--- src/rtl/sgrf_pkg.sv ---
package sgrf_pkg;
    parameter int unsigned DATA_W   = 16;
    parameter int unsigned SEQ_W    = 10;
    parameter int unsigned PV_W     = 2;
    parameter int unsigned NUM_REGS = 8;
    localparam int unsigned ADDR_W  = $clog2(NUM_REGS);

    typedef logic [DATA_W-1:0] data_t;
    typedef logic [SEQ_W-1:0]  seq_t;
    typedef logic [PV_W-1:0]   pv_t;
    typedef logic [ADDR_W-1:0] addr_t;

    typedef struct packed {
        data_t val;
        pv_t   pv;
        seq_t  lw;
    } main_ent_t;

    typedef struct packed {
        data_t val;
        pv_t   pv;
    } scr_ent_t;

    typedef struct packed {
        logic  we;
        addr_t addr;
        seq_t  seq;
        data_t data;
        pv_t   pv;
    } wr_req_t;

    function automatic logic is_poisoned(input pv_t v);
        return |v;
    endfunction
endpackage

--- src/rtl/sgrf_gate.sv ---
module sgrf_gate
    import sgrf_pkg::*;
#(
    parameter int unsigned IDX = 0
) (
    input  main_ent_t cur,
    input  data_t     ckpt_val,
    input  wr_req_t   adv,
    input  wr_req_t   rp,
    input  logic      restore,
    output main_ent_t nxt
);
    logic adv_hit;
    logic rp_hit;
    seq_t lw_eff;
    logic rp_accept;

    always_comb begin
        adv_hit   = adv.we && (adv.addr == addr_t'(IDX));
        rp_hit    = rp.we && (rp.addr == addr_t'(IDX));
        // advance update of the last writer is seen by a same-cycle replay
        lw_eff    = adv_hit ? adv.seq : cur.lw;
        rp_accept = rp_hit && !restore && (rp.seq == lw_eff) && !is_poisoned(rp.pv);
        nxt = cur;
        if (restore) begin
            nxt.val = ckpt_val;
            nxt.pv  = '0;
            nxt.lw  = '0;
        end else begin
            if (adv_hit) begin
                nxt.lw = adv.seq;
                if (is_poisoned(adv.pv)) begin
                    nxt.pv = adv.pv;
                end else begin
                    nxt.val = adv.data;
                    nxt.pv  = '0;
                end
            end
            if (rp_accept) begin
                nxt.val = rp.data;
                nxt.pv  = '0;
            end
        end
    end
endmodule

--- src/rtl/sgrf_main.sv ---
module sgrf_main
    import sgrf_pkg::*;
(
    input  logic    clk,
    input  logic    rst,
    input  wr_req_t adv,
    input  wr_req_t rp,
    input  logic    ckpt_create,
    input  logic    ckpt_restore,
    input  addr_t   rd0_addr,
    input  addr_t   rd1_addr,
    output data_t   rd0_val,
    output pv_t     rd0_pv,
    output data_t   rd1_val,
    output pv_t     rd1_pv
);
    main_ent_t ent_q [NUM_REGS];
    main_ent_t ent_d [NUM_REGS];
    data_t     ckpt_q [NUM_REGS];
    logic [NUM_REGS*PV_W-1:0] pv_flat;

    for (genvar g = 0; g < NUM_REGS; g++) begin : g_reg
        sgrf_gate #(.IDX(g)) u_gate (
            .cur      (ent_q[g]),
            .ckpt_val (ckpt_q[g]),
            .adv      (adv),
            .rp       (rp),
            .restore  (ckpt_restore),
            .nxt      (ent_d[g])
        );

        always_ff @(posedge clk) begin
            if (rst) begin
                ent_q[g]  <= '0;
                ckpt_q[g] <= '0;
            end else begin
                ent_q[g] <= ent_d[g];
                if (ckpt_create && !ckpt_restore) begin
                    ckpt_q[g] <= ent_q[g].val;
                end
            end
        end

        assign pv_flat[g*PV_W +: PV_W] = ent_q[g].pv;
    end

    assign rd0_val = ent_q[rd0_addr].val;
    assign rd0_pv  = ent_q[rd0_addr].pv;
    assign rd1_val = ent_q[rd1_addr].val;
    assign rd1_pv  = ent_q[rd1_addr].pv;

    AST_RESTORE_CLEARS_POISON: assert property (@(posedge clk) disable iff (rst)
        ckpt_restore |=> (pv_flat == '0));

    AST_STALE_REPLAY_DROPPED: assert property (@(posedge clk) disable iff (rst)
        (rp.we && !ckpt_restore && !(adv.we && adv.addr == rp.addr)
         && rp.seq != ent_q[rp.addr].lw)
        |=> (ent_q[$past(rp.addr)].val == $past(ent_q[rp.addr].val))
         && (ent_q[$past(rp.addr)].pv == $past(ent_q[rp.addr].pv)));

    AST_MATCH_REPLAY_LANDS: assert property (@(posedge clk) disable iff (rst)
        (rp.we && !ckpt_restore && !is_poisoned(rp.pv)
         && !(adv.we && adv.addr == rp.addr) && rp.seq == ent_q[rp.addr].lw)
        |=> (ent_q[$past(rp.addr)].val == $past(rp.data))
         && (ent_q[$past(rp.addr)].pv == '0));

    AST_POISONED_ADV_KEEPS_VALUE: assert property (@(posedge clk) disable iff (rst)
        (adv.we && is_poisoned(adv.pv) && !ckpt_restore && !(rp.we && rp.addr == adv.addr))
        |=> (ent_q[$past(adv.addr)].val == $past(ent_q[adv.addr].val)));
endmodule

--- src/rtl/sgrf_scratch.sv ---
module sgrf_scratch
    import sgrf_pkg::*;
(
    input  logic    clk,
    input  logic    rst,
    input  wr_req_t rp,
    input  logic    replay_start,
    input  addr_t   rd0_addr,
    input  addr_t   rd1_addr,
    output data_t   rd0_val,
    output pv_t     rd0_pv,
    output data_t   rd1_val,
    output pv_t     rd1_pv
);
    scr_ent_t s_q [NUM_REGS];
    logic [NUM_REGS*PV_W-1:0] spv_flat;

    for (genvar g = 0; g < NUM_REGS; g++) begin : g_scr
        always_ff @(posedge clk) begin
            if (rst) begin
                s_q[g] <= '0;
            end else if (rp.we && rp.addr == addr_t'(g)) begin
                s_q[g].val <= rp.data;
                s_q[g].pv  <= rp.pv;
            end else if (replay_start) begin
                s_q[g].pv <= '0;
            end
        end
        assign spv_flat[g*PV_W +: PV_W] = s_q[g].pv;
    end

    assign rd0_val = s_q[rd0_addr].val;
    assign rd0_pv  = s_q[rd0_addr].pv;
    assign rd1_val = s_q[rd1_addr].val;
    assign rd1_pv  = s_q[rd1_addr].pv;

    AST_START_CLEARS_SCRATCH: assert property (@(posedge clk) disable iff (rst)
        (replay_start && !rp.we) |=> (spv_flat == '0));

    AST_SCRATCH_CAPTURES_REPLAY: assert property (@(posedge clk) disable iff (rst)
        rp.we |=> (s_q[$past(rp.addr)].val == $past(rp.data))
               && (s_q[$past(rp.addr)].pv == $past(rp.pv)));
endmodule

--- src/rtl/seqgate_regfile.sv ---
module seqgate_regfile
    import sgrf_pkg::*;
(
    input  logic                clk,
    input  logic                rst,
    input  logic [ADDR_W-1:0]   rd0_addr,
    input  logic                rd0_scr,
    output logic [DATA_W-1:0]   rd0_data,
    output logic [PV_W-1:0]     rd0_poison,
    input  logic [ADDR_W-1:0]   rd1_addr,
    input  logic                rd1_scr,
    output logic [DATA_W-1:0]   rd1_data,
    output logic [PV_W-1:0]     rd1_poison,
    input  logic                adv_we,
    input  logic [ADDR_W-1:0]   adv_addr,
    input  logic [SEQ_W-1:0]    adv_seq,
    input  logic [DATA_W-1:0]   adv_data,
    input  logic [PV_W-1:0]     adv_poison,
    input  logic                rp_we,
    input  logic [ADDR_W-1:0]   rp_addr,
    input  logic [SEQ_W-1:0]    rp_seq,
    input  logic [DATA_W-1:0]   rp_data,
    input  logic [PV_W-1:0]     rp_poison,
    input  logic                ckpt_create,
    input  logic                ckpt_restore,
    input  logic                replay_start
);
    wr_req_t adv_req;
    wr_req_t rp_req;
    data_t   m0_val, m1_val, s0_val, s1_val;
    pv_t     m0_pv,  m1_pv,  s0_pv,  s1_pv;

    assign adv_req = '{we: adv_we, addr: adv_addr, seq: adv_seq, data: adv_data, pv: adv_poison};
    assign rp_req  = '{we: rp_we,  addr: rp_addr,  seq: rp_seq,  data: rp_data,  pv: rp_poison};

    sgrf_main u_main (
        .clk          (clk),
        .rst          (rst),
        .adv          (adv_req),
        .rp           (rp_req),
        .ckpt_create  (ckpt_create),
        .ckpt_restore (ckpt_restore),
        .rd0_addr     (rd0_addr),
        .rd1_addr     (rd1_addr),
        .rd0_val      (m0_val),
        .rd0_pv       (m0_pv),
        .rd1_val      (m1_val),
        .rd1_pv       (m1_pv)
    );

    sgrf_scratch u_scratch (
        .clk          (clk),
        .rst          (rst),
        .rp           (rp_req),
        .replay_start (replay_start),
        .rd0_addr     (rd0_addr),
        .rd1_addr     (rd1_addr),
        .rd0_val      (s0_val),
        .rd0_pv       (s0_pv),
        .rd1_val      (s1_val),
        .rd1_pv       (s1_pv)
    );

    assign rd0_data   = rd0_scr ? s0_val : m0_val;
    assign rd0_poison = rd0_scr ? s0_pv  : m0_pv;
    assign rd1_data   = rd1_scr ? s1_val : m1_val;
    assign rd1_poison = rd1_scr ? s1_pv  : m1_pv;
endmodule

--- config.mk ---
export PLATFORM = sky130hd
export DESIGN_NAME = seqgate_regfile
export DESIGN_NICKNAME = d
export VERILOG_FILES = /design/src/rtl/sgrf_pkg.sv /design/src/rtl/sgrf_gate.sv /design/src/rtl/sgrf_main.sv /design/src/rtl/sgrf_scratch.sv /design/src/rtl/seqgate_regfile.sv
export SDC_FILE = /design/constraint.sdc
export NUM_CORES = 1
export LEC_CHECK = 0
export BUFFER_PORTS_ARGS = -buffer_cell sky130_fd_sc_hd__buf_2
export CORE_MARGIN = 3
export CORE_UTILIZATION = 39
export CTS_CLUSTER_SIZE = 30
export DETAILED_ROUTE_END_ITERATION = 8
export PLACE_DENSITY_LB_ADDON = 0.25
export SYNTH_ARGS = -nofsm -noshare
export SYNTH_HDL_FRONTEND = slang
export SYNTH_SLANG_ARGS = --single-unit
--- constraint.sdc ---
create_clock -name clk -period 8.8 [get_ports clk]
set_input_delay 0 -clock clk [delete_from_list [all_inputs] [get_ports clk]]
set_output_delay 0 -clock clk [all_outputs]
set_load 0.005 [all_outputs]
Yosys cells after proc, flatten, opt, wreduce, memory -nomap -nowiden. Memories as Yosys holds them, arrays and structs flattened. Cells that the tools add are included. Widths: inputs -> output; s select.

Bits in registers: 0. RAM bits: 496. Input bits: 77. Output and inout port bits: 36. Logic and storage cells: 252. Memories: 3.

Memories: u_main.ent_q (depth 8, width 28, read ports 10, clocked after Yosys merged registers in 0, write ports 8, line sgrf_main.sv:17) `main_ent_t ent_q [NUM_REGS];`; u_scratch.s_q (depth 8, width 18, read ports 2, clocked after Yosys merged registers in 0, write ports 8, line sgrf_scratch.sv:15) `scr_ent_t s_q [NUM_REGS];`; u_main.ckpt_q (depth 8, width 16, read ports 8, clocked after Yosys merged registers in 0, write ports 8, line sgrf_main.sv:19) `data_t ckpt_q [NUM_REGS];`.

Eq/ne operators: 22. Muxes and demuxes: 140. Bitwise operators: 40. Reduce and logical (&&, ||, !) cells: 47.

Operator list (count): $mux 28 (24); $mux 16 (26); $mux 18 (8); $eq 10x10->1 (8); $mux 10 (8); $mux 1 (55); $logic_and 1x1->1 (41); $or 1x1->1 (40); $mux 2 (19); $eq 3x3->1 const B (8); $eq 3x2->1 const B (4); $eq 3x1->1 const B (2); $logic_not 3->1 (2); $reduce_or 2->1 (2); $logic_not 1->1 (2).

Longest topological paths before layout. Gate-level depths: netlist of run 1.

Depth after elaboration: 9. Depth in mapped cells: 12. Mapped depth without buffers: 7.

Cells and area by module. From an unflattened synthesis of run 1, not the netlist that was laid out.

Cells, all modules: 3028. Area, all modules: 32140.8 sq um.

By module, submodules not included: sgrf_main (instances 1, cells each 874, area an instance 13136.3 sq um, sequential area each 8328.0 sq um); sgrf_scratch (instances 1, cells each 493, area an instance 7850.0 sq um, sequential area each 4324.1 sq um); sgrf_gate (u_main.g_reg[5].u_gate ...) (instances 2, cells each 203, area an instance 1371.3 sq um, sequential area each 0.0 sq um); sgrf_gate (u_main.g_reg[1].u_gate ...) (instances 2, cells each 212, area an instance 1298.7 sq um, sequential area each 0.0 sq um); sgrf_gate (u_main.g_reg[7].u_gate) (instances 1, cells each 204, area an instance 1382.6 sq um, sequential area each 0.0 sq um); sgrf_gate (u_main.g_reg[3].u_gate) (instances 1, cells each 204, area an instance 1377.6 sq um, sequential area each 0.0 sq um); sgrf_gate (u_main.g_reg[0].u_gate) (instances 1, cells each 212, area an instance 1263.7 sq um, sequential area each 0.0 sq um); sgrf_gate (u_main.g_reg[4].u_gate) (instances 1, cells each 171, area an instance 1247.4 sq um, sequential area each 0.0 sq um); seqgate_regfile (instances 1, cells each 40, area an instance 543.0 sq um, sequential area each 0.0 sq um).

Worst setup path before layout of run 1. Ideal clock, no wire load.

Kind: input to register. Start point: input ckpt_restore. End point: memory u_main.ckpt_q[0][0] in the netlist's numbering (enable). Setup time: 0.486 ns. Arrival time: 3.288 ns. Data required time: 8.314 ns. Setup slack: 5.026 ns. Stages: 4. Path buffers: 2. Path through: inv_1 clkbuf_1 clkbuf_1 a21o_1.

RTL lines: from (decl) (line seqgate_regfile.sv:25) `input logic ckpt_restore,`; to (decl) (line sgrf_main.sv:19).

==> results.md, run 1 <==
- Cell count after synthesis: 2399
- Total Routing Usage GR: 25.2%
- Clock share of power: a little over two fifths
- Mapped Avg Cell Area: ~11 µm²
- Setup Total Neg Slack: 0 ps
- # DRC: 0
- Residual overflow from global routing: 0
- Fin crit period: ~4100 ps
- Startpoint types: input port
- Initial antenna violation count: 5
- Synth Cell Area: 27100 µm²
- Commonest register cell after synthesis: edfxtp_1
- IO buf count: between 100 and 150
- H-tree depth: 2
- Max-Cap Viols: 0
- Crit. End Element: register
- Chip width: 270 µm
- Top Ports: ~110
- Net Switching: 1.53 mW
- Synth top area share: ~30%
- Slowest cell delay on critical path: 1100 ps
- Clock Sinks: 496
- WS Path Type: input port to register
- Hold Crit Endpoint: u_scratch.s_q[6][0]
- Yosys cell types: 70
- FP Rows: 96
- Share of power burned in registers: 44.2%
- RR Startpoint: u_main.ent_q[5][7]
- Power density over cell area: 193 nW/µm²
- CTS Hold Buffers Added: 54
- Vias/cell: 6.28
- Synthesized flop and latch total: 496
- Pre-antenna DRT Iters: 5
- First-pass GRT wire length: approximately 140000 µm
- Synth Area in Compound Gates: 11.1%
- HP Class: input port to register
- Worst r2r path cells: 9
- EDFF count, synth: 272
- Cts bufs inserted: 54
- Post-Synth XOR/XNOR Area: 1.68%
- Area of the die: 72800 µm²
- Slew Viols, Final: 0
- Metal2 WL: ~43000 µm
- Syn-to-layout area delta: 13.4%
- Worst-path fanout max: 19
- Yosys synthesis warning count: 0
- LEAKAGE: 11.6 nW
- Synth Area in Adders: 0%
- GP Congestion: slightly below 0.9
- Finished Layout Cells: roughly 3400
- Status: complete, no violations
- CP max-delay cell: a31oi_2
- CTS tree: done
- Layout cell share with drive strength beyond 1: between 10% and 20%
- Largest family of logic cells by synthesized area: multiplexers
- RSZ-0062 raised after global routing: no
- Cell Int Power: roughly 4.4 mW
- Met1 WL: about 39000 µm
- Reg2reg end: u_main.ent_q[5][17]
- Cell mode on critical path: dlygate4sd3_1
- Worst EP arrival: 4690 ps
- Relative slew slack: 12.2%
- Synth Area in Simple Gates: 16.7%
- Clock root buffer: clkbuf_16
- Combinational share of power: 12.3%
- Switching Share: 25.7%
- Reg clk slew, reported paths: 70 ps
- Final wirelength: 94600 µm
- Fin crit share: 46.6%
- Fin nets: 2469
- Fin. Hold Viols: 0
- Post-Syn Nets: 2476
- Critical path, cell by cell: dlygate4sd3_1 -> buf_2 -> nand4b_1 -> mux2i_1 -> xnor2_1 -> and4_1 -> nand4_1 -> buf_4 -> a31oi_2 -> a32o_1 -> dlygate4sd3_1
- Placed cell count: 3213
- Final Util: ~45%
- Synth top area cells: edfxtp_1, dfxtp_1, mux4_2
- Sequential fraction of the synthesis area: 46.6%
- Vias in the first global route: 20700
- Final Setup Violations: 0
- Met3 wire len: 10100 µm
- Core Region: 68700 µm²
- Remaining antenna violation count: 0
- Post-CTS sizing: 0
- Largest delay share family, worst path: buffers and inverters
- WL/cell: 28.1 µm
- Crit path buffers/inverters: 4
- Clock skew: 51.2 ps
- Via count: 21200
- CTS Buffer Depth: 3
- Drt first-iter violations: 2720
- Worst slew pin tran: 1310 ps
- HPWL after DPL: 58900 µm
- Cell taking the most area after synthesis: edfxtp_1
- Startpoint of the worst hold path: rp_addr[1]
- Largest net degree at the start of global routing: 170
- Post-synthesis mux area share: 19.7%
- WHS Path Cells: 3
- Async SR Flop Fraction: 0%
- Post-CTS setup repair buffer count: 0
- R2R Setup Slk: 5280 ps
- F_max: about 240 MHz
- Max Used Layer: met5
- Required time of the critical path: 9390 ps
- Peak VDD IR: approximately 0.15 mV
- Initial core utilization: 39.5%
- Clock insertion delay at the later pin of the skew report: 650 ps
- Chip height: 270 µm
## worst reg2reg max path: stages, from the launching register on
cell and delay [ps]:
dfxtp_1 320, xor2_1 160, nor2_1 110, a41oi_1 70
a2111oi_0 420, nand4_1 150, buf_4 290, a31oi_2 1110
a32o_1 310, dlygate4sd3_1 550
## cells by family (layout without fill, tap and decap cells)
| group | after synthesis | count (layout) |
|---|---|---|
| AND/OR/NAND/NOR | 835 | 835 |
| flip-flops | 496 | 496 |
| AO/OA/AOI/OAI | 423 | 423 |
| multiplexers | 309 | 309 |
| buffers and inverters | 284 | 323 |
| XOR/XNOR | 52 | 52 |
| other | 0 | 1 |
## sequential cells by signal, indices dropped and copies added, names as in the netlist
signal	count
u_main.ent_q	224
u_main.ckpt_q	128
u_scratch.s_q	144
## metrics by stage
| step | instance area [µm²] | setup WS (ps) | hold slack (ps) | total power, mW |
|---|---|---|---|---|
| after floorplan | 27100 | 5030 | 163 | 3.09 |
| after global placement | 28200 | 5270 | 380 | 3.35 |
| after detailed placement | 28200 | 5210 | 387 | 3.37 |
| after CTS | 30800 | 4850 | 22.4 | 5.95 |
| after global routing | 30800 | 4540 | 51.3 | 6.10 |
| final | 30800 | 4700 | 54.3 | 5.94 |
## cell usage after synthesis (20+ instances only)
| cell type | count |
|---|---|
| edfxtp_1 | 272 |
| nand2_1 | 238 |
| dfxtp_1 | 224 |
| clkbuf_1 | 198 |
| mux4_2 | 180 |
| and2_1 | 144 |
| a21oi_1 | 142 |
| and3_1 | 134 |
| mux2i_1 | 127 |
| nand2b_1 | 109 |
| nor2_1 | 89 |
| a32o_1 | 80 |
| buf_1 | 37 |
| xnor2_1 | 36 |
| o22ai_1 | 32 |
| buf_2 | 21 |
| o21ai_0 | 21 |
| a31oi_1 | 20 |
## how the worst max path moves through the flow
stage | from | to | slack [ps] | depth (start not counted)
after floorplan | ckpt_restore | u_main.ckpt_q[0][0] | 5030 | 4
after global placement | adv_addr[1] | u_main.ent_q[3][23] | 5270 | 9
after detailed placement | adv_addr[0] | u_main.ent_q[3][18] | 5210 | 9
after CTS | adv_addr[1] | u_main.ent_q[5][17] | 4850 | 11
after global routing | adv_addr[1] | u_main.ent_q[5][17] | 4540 | 11
final | adv_addr[1] | u_main.ent_q[5][17] | 4700 | 11
## cells in the final DEF, fill, tap and decap left out, types with 19 or more instances in the layout
master / netlist / routed
edfxtp_1: 272 / 272
o211ai_1: 19 / 19
a21oi_1: 142 / 142
buf_2: 21 / 106
nor2_1: 89 / 79
and2_1: 144 / 144
mux4_2: 180 / 180
clkbuf_16: 0 / 59
and3_1: 134 / 134
buf_4: 6 / 39
dfxtp_1: 224 / 224
nand2b_1: 109 / 109
xnor2_1: 36 / 36
nand2_1: 238 / 237
dlygate4sd3_1: 0 / 54
mux2i_1: 127 / 127
inv_1: 19 / 19
and4_1: 19 / 19
o21ai_0: 21 / 21
o22ai_1: 32 / 32
a32o_1: 80 / 80
## layout make-up
type                       instances  area [µm²]
antenna                            1        2.50
clock buffer                      69        1540
clock inverter                    33         477
fill                            6375       37900
inverter                          20        75.1
multi-input combinational       1619       13500
sequential                       496       12700
tap                              931        1160
timing repair buffer             201        1400
## routing by layer
metal  GRT usage [%]  vias up
li1                -     9057
met1            34.9    10800
met2            38.8     1138
met3            6.28      184
met4            8.74        4
met5               0        -
## power by group through the flow
| stage | Sequential [mW] | Clock [mW] | Combinational [mW] |
|---|---|---|---|
| finish | 2.62 | 2.58 | 0.731 |
| global route | 2.64 | 2.70 | 0.767 |
| CTS | 2.62 | 2.61 | 0.719 |
| detailed placement | 2.67 | 0 | 0.696 |
| global placement | 2.66 | 0 | 0.688 |
| floorplan | 2.65 | 0 | 0.450 |
Power figures use the tool's default switching activity.
==> inputs of run 2 (changes only) <==
--- a/config.mk
+++ b/config.mk
@@ -5,6 +5,7 @@
 export SDC_FILE = /design/constraint.sdc
 export NUM_CORES = 1
 export LEC_CHECK = 0
+export ABC_AREA = 1
 export BUFFER_PORTS_ARGS = -buffer_cell sky130_fd_sc_hd__buf_2
 export CORE_MARGIN = 3
 export CORE_UTILIZATION = 39
==> constraint.sdc (replaced) <==
create_clock -name clk -period 3.4 [get_ports clk]
set_input_delay 0 -clock clk [delete_from_list [all_inputs] [get_ports clk]]
set_output_delay 0 -clock clk [all_outputs]
set_load 0.005 [all_outputs]
==> run 2 against run 1 <==
Worst hold slack gained 81 ps. Worst setup slack worse by 4500 ps. Design area grew 9.5%. Critical path type unchanged. Cell count increased by 64%. Highest routed layer unchanged. Wire length is 29% higher. Critical path depth is 7 higher. Sequential share of layout area decreased by 3.6 points. Largest cell class unchanged. Clock skew decreased by 32 ps. Total power increased to 2.6 times the previous value. Combinational power increased to 3.2 times the previous value. Count of clock-buffer cells in the layout increased by 5. Largest power group unchanged.
==> results.md, run 2 <==
- Status: complete, no violations (unchanged)
- Fin crit period: 3240 ps
- Met3 Resource Use GR: 5.07% (was 6.28%)
- Net Switching: 4.53 mW (was 1.53 mW)
- Clock share of power: 41.5% (was 43.5%)
- Syn-to-layout area delta: 12.4% (was 13.4%)
- Vias/cell: 5.65 (was 6.28)
- Peak VDD IR: 0.411 mV (was 0.148 mV)
- Worst slew pin tran: 1200 ps (was 1310 ps)
- Most frequent cell after synthesis: nand2_1 (was edfxtp_1)
- Synth cell count leaders: nand2_1, nor2_1, a21oi_1, inv_1, nand3_1 (was edfxtp_1, nand2_1, dfxtp_1, clkbuf_1, mux4_2)
- Post-Synth XOR/XNOR Area: 0.0584% (was 1.68%)
- Chip width: 283 µm (was 270 µm)
- Core Region: 76100 µm² (was 68700 µm²)
- Total Routing Usage GR: 29.4% (was 25.2%)
- Clock root buffer: clkbuf_16 (unchanged)
- WL/cell: 22.1 µm (was 28.1 µm)
- Vias in the first global route: 28400 (was 20700)
- Fin crit share: 95.4%
- Synthesized flop and latch total: 496 (unchanged)
- Setup Total Neg Slack: 0 ps (unchanged)
- Most frequent cells in the layout: nand2_1, nor2_1, a21oi_1, inv_1, nand3_1 (was edfxtp_1, nand2_1, dfxtp_1, mux4_2, and2_1)
- Largest delay share family, worst path: buffers and inverters (unchanged)
- Share of power burned in registers: 43.6% (was 44.2%)
- Most flops, register: u_main.ent_q (unchanged)
- Max-Cap Viols: 0 (unchanged)
- Slew Viols, Final: 0 (unchanged)
- Clock Sinks: 496 (unchanged)
- Crit path buffers/inverters: 7 (was 4)
- WS Path Type: input port to register (unchanged)
- Sequential fraction of the synthesis area: 42.2% (was 46.6%)
- GP Congestion: 0.916 (was 0.867)
- Cts bufs inserted: 57 (was 54)
- Commonest register cell after synthesis: edfxtp_1 (unchanged)
- Final Setup Violations: 0 (unchanged)
- F_max: about 310 MHz
- Cell count after synthesis: 4465 (was 2399)
- Initial antenna violation count: 3 (was 5)
- Cell taking the most area after synthesis: edfxtp_1 (unchanged)
- Fin area: 33700 µm² (was 30800 µm²)
- Final wirelength: 122000 µm (was 94600 µm)
- FP Rows: 101 (was 96)
- LEAKAGE: 14.8 nW (was 11.6 nW)
- Largest family of logic cells by synthesized area: simple AND/OR/NAND/NOR gates (was multiplexers)
- Switching Share: 29.2% (was 25.7%)
- Max FFs per register: 224 (unchanged)
- Clock insertion delay at the later pin of the skew report: 640 ps (was 650 ps)
- CTS Buffer Depth: 3 (unchanged)
- IO buf count: 112 (unchanged)
- Yosys cell types: 27 (was 70)
- Synth top area share: 27.2% (was 30.1%)
- Fin. Hold Viols: 0 (unchanged)
- Required time of the critical path: 3960 ps (was 9390 ps)
- Layout cell share with drive strength beyond 1: 7.58% (was 18.5%)
- Top Ports: 113 (unchanged)
- CTS tree: done (unchanged)
- Power density over cell area: 460 nW/µm² (was 193 nW/µm²)
- Synth Cell Area: 30000 µm² (was 27100 µm²)
- Slowest cell delay on critical path: 710 ps (was 1100 ps)
- Post-synthesis mux area share: 0% (was 19.7%)
- Most common cell after layout, fill and taps aside: nand2_1 (was edfxtp_1)
- HP Class: input port to register (unchanged)
- Post-Syn Nets: 4542 (was 2476)
- Synth top area cells: edfxtp_1, nand2_1, dfxtp_1 (was edfxtp_1, dfxtp_1, mux4_2)
- Crit. End Element: register (unchanged)
- Fin nets: 4517 (was 2469)
- Worst EP arrival: 3800 ps (was 4690 ps)
- HPWL after DPL: 77500 µm (was 58900 µm)
- Synth Area in Compound Gates: 15.2% (was 11.1%)
- Yosys synthesis warning count: 0 (unchanged)
- Grt peak-use layer: met2 (unchanged)
- Area of the die: 80300 µm² (was 72800 µm²)
- Remaining antenna violation count: 0 (unchanged)
- Synth Area in Adders: 0% (unchanged)
- R2R Setup Slk: 910 ps (was 5280 ps)
- Pre-antenna DRT Iters: 6 (was 5)
- Met1 Use GR: 39.1% (was 34.9%)
- First-pass GRT wire length: 182000 µm (was 139000 µm)
- Via count: 31200 (was 21200)
- Startpoint types: input port (unchanged)
- Relative slew slack: 19.8% (was 12.2%)
- CP max-delay cell: dlygate4sd3_1 (was a31oi_2)
- Largest net degree at the start of global routing: 137 (was 170)
- Top flop regs: u_main.ent_q (224), u_scratch.s_q (144), u_main.ckpt_q (128) (unchanged)
- EDFF count, synth: 272 (unchanged)
- Global routing usage on met2: 44.8% (was 38.8%)
- Drt first-iter violations: 3983 (was 2720)
- Reg clk slew, reported paths: 60 ps (was 70 ps)
- Fillers: 7989 (was 6375)
- Synth Area in Simple Gates: 32.2% (was 16.7%)
- Cell Int Power: 11.0 mW (was 4.41 mW)
- Async SR Flop Fraction: 0% (unchanged)
- Combinational share of power: 15.0% (was 12.3%)
- Chip height: 283 µm (was 270 µm)
- RSZ-0062 raised after global routing: no (unchanged)
- Initial core utilization: 39.4% (was 39.5%)
- Final Util: 44.3% (was 44.8%)
- DP Area: 31300 µm² (was 28200 µm²)
- H-tree depth: 2 (unchanged)
- Mapped Avg Cell Area: 6.72 µm² (was 11.3 µm²)
- Cell mode on critical path: nand2_1 (was dlygate4sd3_1)
- Residual overflow from global routing: 0 (unchanged)
- # DRC: 0 (unchanged)
- Clock skew: 19.2 ps (was 51.2 ps)
- Critical path, cell by cell: dlygate4sd3_1 -> buf_2 -> inv_1 -> nor2_4 -> dlygate4sd3_1 -> nand3_1 -> nand3_1 -> nand2_1 -> nor2_1 -> nand2_1 -> nor2_2 -> buf_4 -> nand2_1 -> buf_4 -> nand2_1 -> nand3_1 -> dlygate4sd3_1 -> a21oi_1 (was dlygate4sd3_1 -> buf_2 -> nand4b_1 -> mux2i_1 -> xnor2_1 -> and4_1 -> nand4_1 -> buf_4 -> a31oi_2 -> a32o_1 -> dlygate4sd3_1)
- Worst-path fanout max: 31 (was 19)
-- run 2: cell types whose count changed after synthesis, moves of 180 or more --
cell,change
nand2_1,+1007
o21ai_0,+269
nor2_1,+397
mux4_2,-180
nand3_1,+424
inv_1,+423
a21oi_1,+316
-- run 2: final timing paths --
check	startpoint	endpoint	cells after the start
min	rp_data[2]	u_scratch.s_q[1][4]	3
min reg2reg	u_main.ent_q[3][10]	u_main.ent_q[3][10]	2
max reg2reg	u_main.ent_q[2][2]	u_main.ent_q[2][17]	12
max	adv_we	u_main.ent_q[2][17]	18
-- run 2: power by group through the flow --
stage / combinational [mW] / sequential, mW / clock (mW)
finish: 2.32 / 6.76 / 6.43
global route: 2.51 / 6.79 / 6.71
CTS: 2.27 / 6.75 / 6.47
detailed placement: 2.22 / 6.88 / 0
global placement: 2.22 / 6.87 / 0
floorplan: 1.37 / 6.84 / 0
-- run 2: kinds of logic after synthesis --
| family | count (synthesis) |
|---|---|
| simple gates | 2313 |
| compound gates | 854 |
| buf+inv | 800 |
| flops | 496 |
| xor+xnor | 2 |
-- run 2: final cells by class --
| type | instances | area (µm²) | share of cell area (%) |
|---|---|---|---|
| Sequential cell | 496 | 12700 | 37.5 |
| Multi-Input combinational cell | 3169 | 14300 | 42.4 |
| Antenna cell | 3 | 7.51 | 0.0223 |
| Tap cell | 1030 | 1290 | 3.82 |
| Clock buffer | 74 | 1560 | 4.63 |
| Timing Repair Buffer | 253 | 1840 | 5.46 |
| Inverter | 463 | 1750 | 5.19 |
| Clock inverter | 32 | 333 | 0.987 |
-- run 2: worst reg2reg max path: stages, from the launching register on --
cell	delay [ps]
dfxtp_1	310
o21ai_0	210
nand2_1	70
nand2_1	120
nand2_1	70
nor2_2	130
buf_4	270
nand2_1	120
buf_4	270
nand2_1	110
nand3_1	60
dlygate4sd3_1	560
a21oi_1	130
-- run 2: timing repair --
action                     4_1_cts  5_1_grt
hold endpoints to repair       214        0
setup endpoints to repair        0        1
hold buffers                    49        0
buffers inserted                 0        3
resized for setup                0        0
-- run 2: metrics by stage --
step / setup slack, ps / total power [mW] / std cells / hold slack, ps
3_5_place_dp: 604 / 9.10 / 5359 / 351
4_1_cts: 22.6 / 15.5 / 5514 / 96.7
6_report: 157 / 15.5 / 5520 / 136
3_3_place_gp: 623 / 9.09 / 5359 / 367
5_1_grt: 14.1 / 16.0 / 5517 / 133
2_1_floorplan: 333 / 8.21 / 4465 / 164
-- run 2: routing by layer --
layer / vias to the layer above / part of all wire, %
li1: 14600 / -
met1: 14500 / 40
met2: 1665 / 44
met3: 360 / 9.5
met4: 2 / 6.8
met5: - / 0.011
